[config.mk]
export PLATFORM = sky130hd
export DESIGN_NAME = lut_cell
export DESIGN_NICKNAME = d
export VERILOG_FILES = /design/src/rtl/lcell_pkg.sv /design/src/rtl/lcell_cfg_chain.sv /design/src/rtl/lcell_lut_half.sv /design/src/rtl/lcell_arith.sv /design/src/rtl/lcell_out_reg.sv /design/src/rtl/lut_cell.sv
export SDC_FILE = /design/constraint.sdc
export NUM_CORES = 1
export LEC_CHECK = 0
export BUFFER_PORTS_ARGS = -buffer_cell sky130_fd_sc_hd__buf_2
export CAP_MARGIN = 20
export CORE_MARGIN = 4
export CORE_UTILIZATION = 45
export DETAILED_ROUTE_END_ITERATION = 7
export PLACE_DENSITY = 0.73
export SETUP_SLACK_MARGIN = 0.4
export SYNTH_ARGS = -nofsm -noshare
export SYNTH_HDL_FRONTEND = slang
export SYNTH_SLANG_ARGS = --single-unit
[constraint.sdc]
create_clock -name clk -period 2.5 [get_ports clk]
set_clock_uncertainty 0.05 [all_clocks]
set_input_delay 0.25 -clock clk [delete_from_list [all_inputs] [get_ports clk]]
set_output_delay 0.25 -clock clk [all_outputs]
set_load 0.05 [all_outputs]
[src/rtl/lcell_pkg.sv]
`timescale 1ns/1ps
// Package lcell_pkg: shared sizing and the carry helper for the logic cell.
// Assumes a cell built from two equal lookup halves.
package lcell_pkg;
    localparam int DEF_HALF_K = 3;

    // Majority of three bits, used for the carry of a full adder.
    function automatic logic maj3(input logic x, input logic y, input logic z);
        return (x & y) | (z & (x ^ y));
    endfunction
endpackage

[src/rtl/lcell_cfg_chain.sv]
`timescale 1ns/1ps
// Module lcell_cfg_chain: serial configuration store. A bit enters at the top
// and the whole word moves down one place per enabled edge. Reset does not
// touch it. Assumes the word is sent least significant bit first.
module lcell_cfg_chain #(
    parameter int CFG_BITS = 18
) (
    input  logic                clk,
    input  logic                rst_n,
    input  logic                cfg_en,
    input  logic                cfg_din,
    output logic [CFG_BITS-1:0] cfg_q,
    output logic                cfg_sout
);
    logic [CFG_BITS-1:0] chain_r;

    // Shift one configuration bit in per enabled edge.
    always_ff @(posedge clk) begin
        if (cfg_en) chain_r <= {cfg_din, chain_r[CFG_BITS-1:1]};
    end

    assign cfg_q    = chain_r;
    assign cfg_sout = chain_r[0];

    assert_shift_in_R1: assert property (@(posedge clk) disable iff (!rst_n)
        cfg_en |=> cfg_q[CFG_BITS-1] == $past(cfg_din));
    assert_word_frozen_R1: assert property (@(posedge clk) disable iff (!rst_n)
        !cfg_en |=> $stable(cfg_q));
endmodule

[src/rtl/lcell_lut_half.sv]
`timescale 1ns/1ps
// Module lcell_lut_half: one K-input lookup half. The select value is the
// table index, with select bit 0 as the least significant bit.
module lcell_lut_half #(
    parameter int K = 3,
    localparam int ENTRIES = 1 << K
) (
    input  logic [ENTRIES-1:0] table_bits,
    input  logic [K-1:0]       sel,
    output logic               y
);
    // Read the addressed truth-table entry.
    always_comb y = table_bits[sel];
endmodule

[src/rtl/lcell_arith.sv]
`timescale 1ns/1ps
// Module lcell_arith: combines the two half outputs. In normal mode it is a
// 2:1 mux steered by the top input; in arithmetic mode it is a full adder.
// Carry out is held at 0 in normal mode so an idle chain stays quiet.
module lcell_arith (
    input  logic lo,
    input  logic hi,
    input  logic top_sel,
    input  logic arith_mode,
    input  logic cin,
    output logic result,
    output logic cout
);
    logic merged;
    logic sum;

    // Merge the halves into one wider table, or add them.
    always_comb begin
        merged = top_sel ? hi : lo;
        sum    = lo ^ hi ^ cin;
        result = arith_mode ? sum : merged;
        cout   = arith_mode ? lcell_pkg::maj3(lo, hi, cin) : 1'b0;
    end
endmodule

[src/rtl/lcell_out_reg.sv]
`timescale 1ns/1ps
// Module lcell_out_reg: the cell flip-flop, with a synchronous active-low
// clear and a clock enable. It holds its value while the configuration shifts.
module lcell_out_reg (
    input  logic clk,
    input  logic rst_n,
    input  logic cfg_en,
    input  logic ce,
    input  logic d,
    output logic q
);
    // Capture the cell result when enabled and not configuring.
    always_ff @(posedge clk) begin
        if (!rst_n)              q <= 1'b0;
        else if (ce && !cfg_en)  q <= d;
    end

    assert_clear_R8: assert property (@(posedge clk)
        !rst_n |=> q == 1'b0);
    assert_hold_no_ce_R6: assert property (@(posedge clk) disable iff (!rst_n)
        !ce |=> $stable(q));
    assert_hold_in_cfg_R7: assert property (@(posedge clk) disable iff (!rst_n)
        cfg_en |=> $stable(q));
endmodule

[src/rtl/lut_cell.sv]
`timescale 1ns/1ps
// Module lut_cell: a configurable logic cell made of two lookup halves, a
// mode mux and full adder, a flip-flop and an output-select mux. The
// configuration word is {out_sel, mode, table}. It assumes the word is fully
// loaded before the outputs are used.
module lut_cell #(
    parameter int HALF_K = lcell_pkg::DEF_HALF_K,
    localparam int HALF_BITS = 1 << HALF_K,
    localparam int TT_BITS   = 2 * HALF_BITS,
    localparam int CFG_BITS  = TT_BITS + 2,
    localparam int MODE_POS  = TT_BITS,
    localparam int OSEL_POS  = TT_BITS + 1
) (
    input  logic            clk,
    input  logic            rst_n,
    input  logic            cfg_en,
    input  logic            cfg_din,
    output logic            cfg_sout,
    input  logic            ce,
    input  logic [HALF_K:0] lut_in,
    input  logic            carry_in,
    output logic            carry_out,
    output logic            dout
);
    logic [CFG_BITS-1:0] cfg_word;
    logic [1:0]          half_y;
    logic                cell_result;
    logic                ff_q;

    lcell_cfg_chain #(.CFG_BITS(CFG_BITS)) u_cfg (
        .clk(clk), .rst_n(rst_n), .cfg_en(cfg_en), .cfg_din(cfg_din),
        .cfg_q(cfg_word), .cfg_sout(cfg_sout)
    );

    for (genvar g = 0; g < 2; g++) begin : g_half
        lcell_lut_half #(.K(HALF_K)) u_half (
            .table_bits(cfg_word[g*HALF_BITS +: HALF_BITS]),
            .sel(lut_in[HALF_K-1:0]),
            .y(half_y[g])
        );
    end

    lcell_arith u_arith (
        .lo(half_y[0]), .hi(half_y[1]), .top_sel(lut_in[HALF_K]),
        .arith_mode(cfg_word[MODE_POS]), .cin(carry_in),
        .result(cell_result), .cout(carry_out)
    );

    lcell_out_reg u_reg (
        .clk(clk), .rst_n(rst_n), .cfg_en(cfg_en), .ce(ce),
        .d(cell_result), .q(ff_q)
    );

    // Choose the registered or the combinational result for the output pin.
    always_comb dout = cfg_word[OSEL_POS] ? ff_q : cell_result;

    assert_no_carry_normal_R4: assert property (@(posedge clk) disable iff (!rst_n)
        (!cfg_en && !cfg_word[MODE_POS]) |-> carry_out == 1'b0);
    assert_reg_latency_R5: assert property (@(posedge clk) disable iff (!rst_n)
        (!cfg_en && ce && cfg_word[OSEL_POS]) ##1 !cfg_en |-> dout == $past(cell_result));
endmodule

==> impl_metrics.prom, run 1 <==
# TYPE chip_impl_metric gauge
chip_impl_metric{name="maxCapViolations",unit=""} 0
chip_impl_metric{name="globalplace.congestion",unit=""} 0.7547
chip_impl_metric{name="critical-path-max-stage-delay",unit="ns"} 0.47
chip_impl_metric{name="grt_pass1_vias",unit=""} 453
chip_impl_metric{name="relSlewSlack",unit="%"} 73.49
chip_impl_metric{name="buffer_ports.inserted",unit=""} 12
chip_impl_info{name="outcome",value="complete, but fails checks"} 1
chip_impl_metric{name="drt_first_pass_iters",unit=""} 4
chip_impl_info{name="endpoint_kind",value="output port"} 1
chip_impl_metric{name="layout_filler_cell_count",unit=""} 136
chip_impl_info{name="final_common_cell",value="sky130_fd_sc_hd__edfxtp_1"} 1
chip_impl_metric{name="cts.reportedPaths.clkPinSlew",unit="ns"} 0.11
chip_impl_metric{name="coreArea",unit="um2"} 1727
chip_impl_metric{name="achievable-frequency",unit="MHz"} 358.0
chip_impl_info{name="cp_cell_sequence",value="mux4_2 -> mux2_4 -> inv_2 -> fa_1 -> and2_4 -> o41ai_4 -> buf_6"} 1
chip_impl_metric{name="final-setup-viol-count",unit=""} 1
chip_impl_metric{name="timing.critical_path.arrival",unit="ns"} 2.49
chip_impl_metric{name="gr-usage-all-layers",unit="%"} 11.26
chip_impl_info{name="cts_tree",value="built"} 1
chip_impl_metric{name="wl_per_cell",unit="um"} 12.90
chip_impl_metric{name="insertion_delay",unit="ns"} 0.29
chip_impl_info{name="crit_family",value="multiplexers"} 1
chip_impl_metric{name="static-leakage-power",unit="uW"} 0.0004049
chip_impl_info{name="rsz0062_at_grt",value="true"} 1
chip_impl_metric{name="first_iter_violations",unit=""} 6
chip_impl_metric{name="cts.sinks",unit=""} 19
chip_impl_metric{name="netlist_instances",unit=""} 47
chip_impl_info{name="synth_area_leaders",value="sky130_fd_sc_hd__edfxtp_1 66%, sky130_fd_sc_hd__mux4_2 5.5%, sky130_fd_sc_hd__mux2i_1 4.9%, sky130_fd_sc_hd__nand3b_1 2.8%, sky130_fd_sc_hd__dfxtp_1 2.5%"} 1
chip_impl_metric{name="num_antenna_cells",unit=""} 0
chip_impl_metric{name="design.portCount",unit=""} 13
chip_impl_metric{name="grt_overflow",unit=""} 0
chip_impl_info{name="clk_root_buffer_cell",value="sky130_fd_sc_hd__clkbuf_4"} 1
chip_impl_metric{name="antenna_violating_nets_post_route",unit=""} 0
chip_impl_metric{name="reg2regPathDepth",unit=""} 6
chip_impl_info{name="timing.hold.worst.class",value="input port to flop"} 1
chip_impl_metric{name="layout_worst_path_cycle_share",unit="%"} 111.7
chip_impl_metric{name="htreeDepth",unit=""} 1
chip_impl_info{name="violations_in_the_final_reports",value="setup timing"} 1
chip_impl_metric{name="cts-buffers-inserted",unit=""} 3
chip_impl_metric{name="total_nets_after_synthesis",unit=""} 58
chip_impl_metric{name="num_vias",unit=""} 470
chip_impl_metric{name="fin_total_pwr",unit="uW"} 647.4
chip_impl_metric{name="drc",unit=""} 0
chip_impl_metric{name="die_w",unit="um"} 50.51
chip_impl_metric{name="drv_slew",unit=""} 0
chip_impl_metric{name="sequential_element_share_of_the_synthesized_area",unit="%"} 68.92
chip_impl_metric{name="timing.critical_path.buf_inv",unit=""} 2
chip_impl_info{name="timing_worst_setup_path_type",value="flop to output port"} 1
chip_impl_metric{name="worst_ir_drop_vdd",unit="mV"} 0.3381
chip_impl_metric{name="timing.critical_path.fanout_max",unit=""} 2
chip_impl_metric{name="ratio_of_routed_vias_to_standard_cells",unit=""} 4.845
chip_impl_metric{name="drive_gt1_share",unit="%"} 48.61
chip_impl_metric{name="synth.top_cell.area_share",unit="%"} 66.46
chip_impl_metric{name="postSynthRegisterBits",unit=""} 19
chip_impl_metric{name="cts.path.max_buffers",unit=""} 2
chip_impl_metric{name="antenna_found_initial",unit=""} 0
chip_impl_metric{name="die_area",unit="um2"} 2551
chip_impl_metric{name="die-height",unit="um"} 50.51
chip_impl_metric{name="critPathRequiredTime",unit="ns"} 2.20
chip_impl_metric{name="area_delta_synth_final",unit="%"} 26.92
chip_impl_metric{name="syn-cell-area",unit="um2"} 813.3
chip_impl_info{name="synth_top_cell_by_area",value="sky130_fd_sc_hd__edfxtp_1"} 1
chip_impl_metric{name="final_critical_delay_including_setup_and_external_delays",unit="ns"} 2.793
chip_impl_metric{name="placementRows",unit=""} 15
chip_impl_info{name="startpoint_type",value="flop"} 1
chip_impl_metric{name="slew_at_the_pin_with_the_worst_max_slew_slack",unit="ns"} 0.3976
chip_impl_metric{name="postRouteWirelength",unit="um"} 1251
chip_impl_metric{name="post_synth_num_cell_types",unit=""} 20
chip_impl_metric{name="worst-path-stages",unit=""} 7
chip_impl_metric{name="hold_viol_final",unit=""} 0
chip_impl_metric{name="syn-mean-instance-area",unit="um2"} 17.30
chip_impl_metric{name="whs_path_depth",unit=""} 1
chip_impl_info{name="most_frequent_cells_in_the_layout",value="18 x sky130_fd_sc_hd__edfxtp_1, 10 x sky130_fd_sc_hd__buf_2, 10 x sky130_fd_sc_hd__buf_4"} 1
chip_impl_metric{name="initial_core_util",unit="%"} 47.10
chip_impl_metric{name="grt_pass1_wl",unit="um"} 2049
chip_impl_metric{name="final_nets",unit=""} 84
chip_impl_metric{name="pin_count_of_the_biggest_net_entering_global_routing",unit=""} 21
chip_impl_metric{name="yosys_warnings",unit=""} 0
chip_impl_metric{name="layout_setup_ws",unit="ns"} -0.2934
chip_impl_metric{name="power.density_cell_area",unit="nW/um2"} 627.2
chip_impl_info{name="crit_path_top_delay_cell",value="sky130_fd_sc_hd__mux4_2"} 1
chip_impl_metric{name="hold-worst-slack",unit="ns"} 0.07905
through the flow:
stage	setup TNS [ns]	cell area, um2	setup WS (ns)	utilization, %	instances
2_1_floorplan	-0.1101	840.8	-0.1101	-	47
3_3_place_gp	-0.07563	969.7	-0.07563	56.16	90
3_5_place_dp	-0.07183	969.7	-0.07183	56.16	90
4_1_cts	-0.2973	1025	-0.2973	59.35	96
5_1_grt	-0.4158	1032	-0.4158	59.78	97
6_report	-0.2934	1032	-0.2934	59.78	97
worst paths after layout:
kind                         from               to  slack (ns)
setup / recovery  u_cfg.cfg_q[13]             dout       -0.29
hold / removal            cfg_din  u_cfg.cfg_q[17]        0.08
setup reg to reg  u_cfg.cfg_q[13]          u_reg.q        0.20
hold reg to reg    u_cfg.cfg_q[6]   u_cfg.cfg_q[5]        0.42
metal layers:
| layer | vias up | wire length (um) | global-route usage, % |
|---|---|---|---|
| met4 | 0 | 10 | 4.484 |
| li1 | 234 | - | - |
| met5 | - | 0 | 0 |
| met3 | 2 | 85 | 5.045 |
| met1 | 220 | 576 | 14.51 |
| met2 | 14 | 578 | 16.52 |
cells in the mapped netlist:
cell type / number
sky130_fd_sc_hd__edfxtp_1: 18
sky130_fd_sc_hd__mux2i_1: 4
sky130_fd_sc_hd__nand3b_1: 3
sky130_fd_sc_hd__inv_1: 2
sky130_fd_sc_hd__mux4_2: 2
sky130_fd_sc_hd__nand2_1: 2
sky130_fd_sc_hd__nand3_1: 2
sky130_fd_sc_hd__o41ai_1: 2
sky130_fd_sc_hd__a41oi_1: 1
sky130_fd_sc_hd__and2_1: 1
sky130_fd_sc_hd__buf_6: 1
sky130_fd_sc_hd__dfxtp_1: 1
sky130_fd_sc_hd__fa_1: 1
sky130_fd_sc_hd__mux2_4: 1
sky130_fd_sc_hd__nand2b_1: 1
sky130_fd_sc_hd__nand4_1: 1
sky130_fd_sc_hd__nor2_1: 1
sky130_fd_sc_hd__nor2b_1: 1
sky130_fd_sc_hd__nor3b_2: 1
sky130_fd_sc_hd__or2_2: 1
area by class of cell:
type	count	area [um2]	share of cell area, %
clock buffers	3	22.52	2.182
clock inverters	1	5.005	0.4848
inverters	2	7.507	0.7273
multi-input cells	25	257.7	24.97
flip-flops and latches	19	560.5	54.30
well taps	25	31.28	3.030
repair buffers	22	147.6	14.30
registers in the layout (all words and copies together), names as in the netlist:
register,cells
u_cfg.cfg_q,18
u_reg.q,1
logic make-up (layout without fill, tap and decap cells):
group | Yosys count | count (layout) | share of synthesized area [%]
flip-flops | 19 | 19 | 68.92
AND/OR/NAND/NOR | 14 | 14 | 10.77
multiplexers | 7 | 7 | 12.31
AO/OA/AOI/OAI | 3 | 3 | 3.231
buffers and inverters | 3 | 28 | 2.308
adder cells (fa/ha/maj) | 1 | 1 | 2.462
timing repair:
item                                    4_1_cts  5_1_grt
gates resized for setup                       4        0
endpoints found under the setup margin        3        3
cloned                                        0        0
hold buffers                                  0        0
buffers inserted                              2        1
power by group:
part,switching [uW],internal [uW],total [uW]
registers,10.9,370,381
clock network,92.5,59.4,152
logic,57.4,57.5,115
total,161,487,647
(Power assumes the default switching activity.)
==> inputs of run 2 (changes only) <==
--- a/config.mk
+++ b/config.mk
@@ -5,13 +5,14 @@
 export SDC_FILE = /design/constraint.sdc
 export NUM_CORES = 1
 export LEC_CHECK = 0
-export BUFFER_PORTS_ARGS = -buffer_cell sky130_fd_sc_hd__buf_2
 export CAP_MARGIN = 20
 export CORE_MARGIN = 4
 export CORE_UTILIZATION = 45
+export CTS_CLUSTER_SIZE = 10
 export DETAILED_ROUTE_END_ITERATION = 7
-export PLACE_DENSITY = 0.73
-export SETUP_SLACK_MARGIN = 0.4
+export DONT_BUFFER_PORTS = 1
+export PLACE_DENSITY = 0.67
+export SETUP_SLACK_MARGIN = 0.15
 export SYNTH_ARGS = -nofsm -noshare
 export SYNTH_HDL_FRONTEND = slang
 export SYNTH_SLANG_ARGS = --single-unit
==> impl_metrics.prom, run 2 (synthesis results as in run 1) <==
# TYPE chip_impl_metric gauge
chip_impl_metric{name="summed_area_of_non_filler_cells_in_the_final_layout",unit="um2"} 945.9
chip_impl_info{name="regToRegEndpoint",value="u_reg.q"} 1
chip_impl_metric{name="power_frac_comb",unit="%"} 15.4
chip_impl_metric{name="critPathRequiredTime",unit="ns"} 2.20
chip_impl_metric{name="drv_slew",unit=""} 0
chip_impl_metric{name="globalplace.congestion",unit=""} 0.7439
chip_impl_metric{name="cts-buffers-inserted",unit=""} 3
chip_impl_metric{name="p_sw",unit="uW"} 145.2
chip_impl_metric{name="num_vias",unit=""} 442
chip_impl_metric{name="worst_ir_drop_vdd",unit="mV"} 0.3249
chip_impl_info{name="startpoint_type",value="flop"} 1
chip_impl_metric{name="cts.path.max_buffers",unit=""} 2
chip_impl_metric{name="gr-usage-all-layers",unit="%"} 12.22
chip_impl_info{name="timing_worst_setup_path_type",value="flop to output port"} 1
chip_impl_metric{name="achievable-frequency",unit="MHz"} 354.6
chip_impl_metric{name="timing.critical_path.fanout_max",unit=""} 2
chip_impl_metric{name="coreArea",unit="um2"} 1727
chip_impl_info{name="cts_tree",value="built"} 1
chip_impl_info{name="most_frequent_cells_in_the_layout",value="18 x sky130_fd_sc_hd__edfxtp_1, 4 x sky130_fd_sc_hd__mux2i_1, 3 x sky130_fd_sc_hd__nand3b_1, 3 x sky130_fd_sc_hd__clkbuf_4, 3 x sky130_fd_sc_hd__buf_4"} 1
chip_impl_metric{name="drc",unit=""} 0
chip_impl_metric{name="ratio_of_routed_vias_to_standard_cells",unit=""} 5.457
chip_impl_info{name="violations_in_the_final_reports",value="setup timing"} 1
chip_impl_metric{name="buffer_ports.inserted",unit=""} 0
chip_impl_metric{name="seq_power_share",unit="%"} 60.9
chip_impl_info{name="r2r-start",value="u_cfg.cfg_q[13]"} 1
chip_impl_metric{name="static-leakage-power",unit="uW"} 0.0003346
chip_impl_info{name="setup.worst_path.start",value="u_cfg.cfg_q[13]"} 1
chip_impl_info{name="cp_cell_sequence",value="mux4_2 -> mux2_4 -> inv_2 -> fa_1 -> and2_4 -> o41ai_4 -> buf_12"} 1
chip_impl_metric{name="postRouteWirelength",unit="um"} 1344
chip_impl_metric{name="postCtsResizedCells",unit=""} 0
chip_impl_metric{name="cts.reportedPaths.clkPinSlew",unit="ns"} 0.09
chip_impl_info{name="outcome",value="complete, but fails checks"} 1
chip_impl_info{name="crit_path_top_delay_cell",value="sky130_fd_sc_hd__mux4_2"} 1
chip_impl_metric{name="reg2regPathDepth",unit=""} 6
chip_impl_metric{name="timing.critical_path.arrival",unit="ns"} 2.52
chip_impl_metric{name="layout_worst_path_cycle_share",unit="%"} 112.8
chip_impl_metric{name="initial_core_util",unit="%"} 47.10
chip_impl_metric{name="largest_register_ff_count",unit=""} 18
chip_impl_metric{name="drt_first_pass_iters",unit=""} 3
chip_impl_metric{name="layout_setup_ws",unit="ns"} -0.3203
chip_impl_info{name="crit_family",value="multiplexers"} 1
chip_impl_metric{name="hold_viol_final",unit=""} 0
chip_impl_metric{name="ff2ff_setup_slack",unit="ns"} 0.24
chip_impl_metric{name="insertion_delay",unit="ns"} 0.29
chip_impl_info{name="timing.hold.worst.class",value="input port to flop"} 1
chip_impl_metric{name="pin_count_of_the_biggest_net_entering_global_routing",unit=""} 21
chip_impl_metric{name="htreeDepth",unit=""} 1
chip_impl_metric{name="maxCapViolations",unit=""} 0
chip_impl_metric{name="fin_total_pwr",unit="uW"} 624.9
chip_impl_metric{name="design.portCount",unit=""} 13
chip_impl_info{name="endpoint_kind",value="output port"} 1
chip_impl_metric{name="finalSetupTns",unit="ns"} -0.3203
chip_impl_metric{name="first_iter_violations",unit=""} 6
chip_impl_metric{name="die_area",unit="um2"} 2551
chip_impl_metric{name="whs_path_depth",unit=""} 0
chip_impl_metric{name="placementRows",unit=""} 15
chip_impl_metric{name="wl_per_cell",unit="um"} 16.59
chip_impl_metric{name="area_delta_synth_final",unit="%"} 16.31
chip_impl_info{name="final_common_cell",value="sky130_fd_sc_hd__edfxtp_1"} 1
chip_impl_info{name="critPathCapture",value="dout"} 1
chip_impl_info{name="clk_root_buffer_cell",value="sky130_fd_sc_hd__clkbuf_4"} 1
chip_impl_info{name="rsz0062_at_grt",value="true"} 1
chip_impl_metric{name="cts.sinks",unit=""} 19
chip_impl_metric{name="final_nets",unit=""} 68
chip_impl_metric{name="grt_pass1_vias",unit=""} 465
chip_impl_metric{name="slew_at_the_pin_with_the_worst_max_slew_slack",unit="ns"} 0.4357
chip_impl_metric{name="intPower",unit="uW"} 479.7
chip_impl_metric{name="worst-path-stages",unit=""} 7
chip_impl_metric{name="grt_pass1_wl",unit="um"} 2277
chip_impl_metric{name="die_w",unit="um"} 50.51
chip_impl_metric{name="num_antenna_cells",unit=""} 0
chip_impl_metric{name="antenna_found_initial",unit=""} 0
chip_impl_metric{name="drive_gt1_share",unit="%"} 28.57
chip_impl_metric{name="antenna_violating_nets_post_route",unit=""} 0
chip_impl_metric{name="relSlewSlack",unit="%"} 70.57
chip_impl_metric{name="power_frac_clock",unit="%"} 23.7
chip_impl_metric{name="place_area",unit="um2"} 892.1
chip_impl_metric{name="grt_overflow",unit=""} 0
chip_impl_metric{name="final_critical_delay_including_setup_and_external_delays",unit="ns"} 2.820
chip_impl_metric{name="critical-path-max-stage-delay",unit="ns"} 0.48
chip_impl_metric{name="switching_share_of_power",unit="%"} 23.23
chip_impl_metric{name="power.density_cell_area",unit="nW/um2"} 660.7
chip_impl_metric{name="die-height",unit="um"} 50.51
chip_impl_metric{name="timing.critical_path.buf_inv",unit=""} 2
chip_impl_metric{name="final-setup-viol-count",unit=""} 1
-- run 2: cell types whose count changed in the layout (fill, tap and decap cells not counted), sizes merged --
cell,delta
dlygate4sd3,+2
clkinv,-1
clkbuf,+1
buf,-18
-- run 2: final cells by class --
type	count	area, um2
fillers	151	780.7
flip-flops and latches	19	560.5
multi-input cells	25	257.7
repair buffers	6	62.56
well taps	25	31.28
clock buffers	4	26.28
inverters	2	7.507
-- run 2: power groups by stage --
stage	sequential, uW	combinational [uW]	clock (uW)
after floorplan	387	66.6	0
after global placement	387	86.6	0
after detailed placement	388	90.8	0
after CTS	381	92.8	151
after global routing	384	101	167
final	381	96.1	148
-- run 2: metrics by stage --
step / cells / utilization (%) / hold slack (ns) / worst slack [ns]
3_3_place_gp: 74 / 51.67 / 0.2989 / 0.02717
5_1_grt: 81 / 54.78 / 0.005302 / -0.4260
4_1_cts: 79 / 53.77 / 0.008889 / -0.3557
2_1_floorplan: 47 / - / 0.2989 / -0.1101
3_5_place_dp: 74 / 51.67 / 0.2990 / -0.01825
6_report: 81 / 54.78 / 0.02327 / -0.3203
-- run 2: per-layer routing --
metal  global-route usage (%)  wire length [um]
met5                        0                 0
met4                    3.139                10
met3                    3.858                77
met2                    20.43               717
met1                    15.32               538
-- run 2: what timing repair did --
item / in CTS / in global routing
hold buffers: 1 / 1
setup buffers: 0 / 1
endpoints found under the hold margin: 1 / 8
setup endpoints to repair: 1 / 2
-- run 2: how the worst min path moves through the flow --
stage | start | endpoint | slack [ns]
global route | cfg_en | u_cfg.cfg_q[15] | 0.005
finish | cfg_en | u_cfg.cfg_q[15] | 0.02
CTS | cfg_en | u_cfg.cfg_q[17] | 0.009
floorplan | cfg_din | u_cfg.cfg_q[17] | 0.30
detailed placement | cfg_din | u_cfg.cfg_q[17] | 0.30
global placement | cfg_din | u_cfg.cfg_q[17] | 0.30
==> inputs of run 3 (changes only) <==
--- a/config.mk
+++ b/config.mk
@@ -6,12 +6,15 @@
 export NUM_CORES = 1
 export LEC_CHECK = 0
 export CAP_MARGIN = 20
+export CELL_PAD_IN_SITES_DETAIL_PLACEMENT = 1
+export CELL_PAD_IN_SITES_GLOBAL_PLACEMENT = 1
 export CORE_MARGIN = 4
-export CORE_UTILIZATION = 45
+export CORE_UTILIZATION = 35
 export CTS_CLUSTER_SIZE = 10
 export DETAILED_ROUTE_END_ITERATION = 7
 export DONT_BUFFER_PORTS = 1
-export PLACE_DENSITY = 0.67
+export GPL_ROUTABILITY_DRIVEN = 0
+export PLACE_DENSITY = 0.63
 export SETUP_SLACK_MARGIN = 0.15
 export SYNTH_ARGS = -nofsm -noshare
 export SYNTH_HDL_FRONTEND = slang
==> impl_metrics.prom, run 3 (synthesis results as in run 1) <==
# TYPE chip_impl_metric gauge
chip_impl_metric{name="ratio_of_routed_vias_to_standard_cells",unit=""} 4.920
chip_impl_metric{name="reg2regPathDepth",unit=""} 6
chip_impl_metric{name="maxCapViolations",unit=""} 0
chip_impl_metric{name="design.portCount",unit=""} 13
chip_impl_metric{name="timing.critical_path.fanout_max",unit=""} 2
chip_impl_info{name="endpoint_kind",value="output port"} 1
chip_impl_info{name="most_frequent_cells_in_the_layout",value="18 x sky130_fd_sc_hd__edfxtp_1, 6 x sky130_fd_sc_hd__buf_4, 4 x sky130_fd_sc_hd__mux2i_1"} 1
chip_impl_info{name="regToRegEndpoint",value="u_reg.q"} 1
chip_impl_metric{name="area_delta_synth_final",unit="%"} 20.77
chip_impl_metric{name="largest_register_ff_count",unit=""} 18
chip_impl_metric{name="drive_gt1_share",unit="%"} 31.67
chip_impl_metric{name="antenna_violating_nets_post_route",unit=""} 0
chip_impl_info{name="crit_path_top_delay_cell",value="sky130_fd_sc_hd__mux4_2"} 1
chip_impl_metric{name="postRouteWirelength",unit="um"} 1366
chip_impl_metric{name="worst_ir_drop_vdd",unit="mV"} 0.4049
chip_impl_metric{name="gr-usage-all-layers",unit="%"} 9.197
chip_impl_metric{name="slew_at_the_pin_with_the_worst_max_slew_slack",unit="ns"} 0.4251
chip_impl_metric{name="timing.critical_path.arrival",unit="ns"} 2.50
chip_impl_metric{name="footprint_of_the_multi_input_gates",unit="um2"} 257.7
chip_impl_metric{name="final_nets",unit=""} 72
chip_impl_metric{name="grt_pass1_vias",unit=""} 443
chip_impl_metric{name="relSlewSlack",unit="%"} 71.57
chip_impl_info{name="timing.hold.worst.class",value="input port to flop"} 1
chip_impl_metric{name="hold_viol_final",unit=""} 0
chip_impl_metric{name="ff2ff_setup_slack",unit="ns"} 0.28
chip_impl_metric{name="htreeDepth",unit=""} 1
chip_impl_metric{name="grt_pass1_wl",unit="um"} 2159
chip_impl_info{name="final_common_cell",value="sky130_fd_sc_hd__edfxtp_1"} 1
chip_impl_metric{name="die_w",unit="um"} 56.21
chip_impl_metric{name="layout_worst_path_cycle_share",unit="%"} 112.1
chip_impl_metric{name="first_iter_violations",unit=""} 3
chip_impl_metric{name="drc",unit=""} 0
chip_impl_metric{name="place_area",unit="um2"} 918.4
chip_impl_metric{name="cts.reportedPaths.clkPinSlew",unit="ns"} 0.10
chip_impl_info{name="rsz0062_at_grt",value="true"} 1
chip_impl_metric{name="insertion_delay",unit="ns"} 0.29
chip_impl_metric{name="num_antenna_cells",unit=""} 0
chip_impl_metric{name="cts.path.max_buffers",unit=""} 2
chip_impl_metric{name="final_critical_delay_including_setup_and_external_delays",unit="ns"} 2.802
chip_impl_metric{name="static-leakage-power",unit="uW"} 0.0003532
chip_impl_metric{name="placementRows",unit=""} 17
chip_impl_metric{name="buffer_ports.inserted",unit=""} 0
chip_impl_info{name="clk_root_buffer_cell",value="sky130_fd_sc_hd__clkbuf_4"} 1
chip_impl_metric{name="postCtsResizedCells",unit=""} 0
chip_impl_metric{name="coreArea",unit="um2"} 2212
chip_impl_metric{name="wl_per_cell",unit="um"} 15.52
chip_impl_metric{name="regArea",unit="um2"} 560.5
chip_impl_metric{name="pin_count_of_the_biggest_net_entering_global_routing",unit=""} 13
chip_impl_metric{name="cts-buffers-inserted",unit=""} 3
chip_impl_metric{name="drv_slew",unit=""} 0
chip_impl_metric{name="critPathRequiredTime",unit="ns"} 2.20
chip_impl_info{name="critPathCapture",value="dout"} 1
chip_impl_metric{name="critical-path-max-stage-delay",unit="ns"} 0.46
chip_impl_info{name="setup.worst_path.start",value="u_cfg.cfg_q[9]"} 1
chip_impl_metric{name="grt_overflow",unit=""} 0
chip_impl_metric{name="power.density_cell_area",unit="nW/um2"} 645.2
chip_impl_metric{name="drt_first_pass_iters",unit=""} 2
chip_impl_info{name="timing_worst_setup_path_type",value="flop to output port"} 1
chip_impl_metric{name="achievable-frequency",unit="MHz"} 356.8
chip_impl_metric{name="layout_filler_cell_count",unit=""} 230
chip_impl_info{name="startpoint_type",value="flop"} 1
chip_impl_metric{name="num_vias",unit=""} 433
chip_impl_info{name="cp_cell_sequence",value="mux4_2 -> mux2_4 -> inv_2 -> fa_1 -> and2_4 -> o41ai_4 -> buf_12"} 1
chip_impl_metric{name="initial_core_util",unit="%"} 36.76
chip_impl_metric{name="final-setup-viol-count",unit=""} 1
chip_impl_info{name="outcome",value="complete, but fails checks"} 1
chip_impl_metric{name="die_area",unit="um2"} 3159
chip_impl_info{name="violations_in_the_final_reports",value="setup timing"} 1
chip_impl_metric{name="summed_area_of_non_filler_cells_in_the_final_layout",unit="um2"} 982.2
chip_impl_metric{name="cts.sinks",unit=""} 19
chip_impl_metric{name="layout_setup_ws",unit="ns"} -0.3023
chip_impl_metric{name="finalSetupTns",unit="ns"} -0.3023
chip_impl_info{name="r2r-start",value="u_cfg.cfg_q[9]"} 1
chip_impl_metric{name="antenna_found_initial",unit=""} 0
chip_impl_info{name="cts_tree",value="built"} 1
chip_impl_metric{name="dp_hpwl",unit="um"} 984.1
chip_impl_metric{name="die-height",unit="um"} 56.21
run 3: stage by stage:
stage	cells	hold slack (ns)	utilization [%]	power (uW)	worst slack [ns]
after floorplan	47	0.2989	-	453.5	-0.1101
after global placement	80	0.2989	41.52	482.1	0.005256
after detailed placement	80	0.2989	41.52	482.5	0.009855
after CTS	87	0.0008393	43.95	640.8	-0.3290
after global routing	88	0.04875	44.40	663.9	-0.4208
final	88	0.04680	44.40	633.7	-0.3023
run 3: timing repair:
item | 4_1_cts | 5_1_grt
endpoints found under the setup margin | 1 | 2
hold endpoints to repair | 10 | 9
setup buffers | 1 | 0
hold buffers | 2 | 1
run 3: how the worst min path moves through the flow:
stage / startpoint / end / slack, ns / cells after the start
after global placement: cfg_din / u_cfg.cfg_q[17] / 0.30 / 0
after floorplan: cfg_din / u_cfg.cfg_q[17] / 0.30 / 0
after detailed placement: cfg_din / u_cfg.cfg_q[17] / 0.30 / 0
final: rst_n / u_reg.q / 0.05 / 2
after global routing: rst_n / u_reg.q / 0.05 / 2
after CTS: cfg_en / u_cfg.cfg_q[17] / 0.0008 / 0
run 3: where the power goes:
part | total (uW) | internal, uW | leakage (uW) | switching (uW)
sequential | 380 | 370 | 0.000184 | 10.8
combinational | 104 | 53.4 | 0.000154 | 50.2
clock | 150 | 62.1 | 0.0000150 | 87.6
total | 634 | 485 | 0.000353 | 149
run 3: layout make-up:
class                   count  share of cell area (%)
flip-flops and latches     19                   57.07
multi-input cells          25                   26.24
repair buffers             10                   9.682
well taps                  28                   3.567
clock buffers               4                   2.675
inverters                   2                  0.7643
run 3: worst max-delay path: cells and delay by family (launching register included):
kind	cells	cell delay, ns
mux	2	0.75
flops	1	0.41
fa+ha+maj	1	0.39
compound gates	1	0.25
buf+inv	2	0.24
simple gates	1	0.17
run 3: routing by layer:
layer	track usage (%)	up-vias	routed length [um]
met3	5.800	0	109
met2	13.19	12	646
li1	-	210	-
met4	2.034	0	0
met1	11.68	211	610
met5	0	-	0
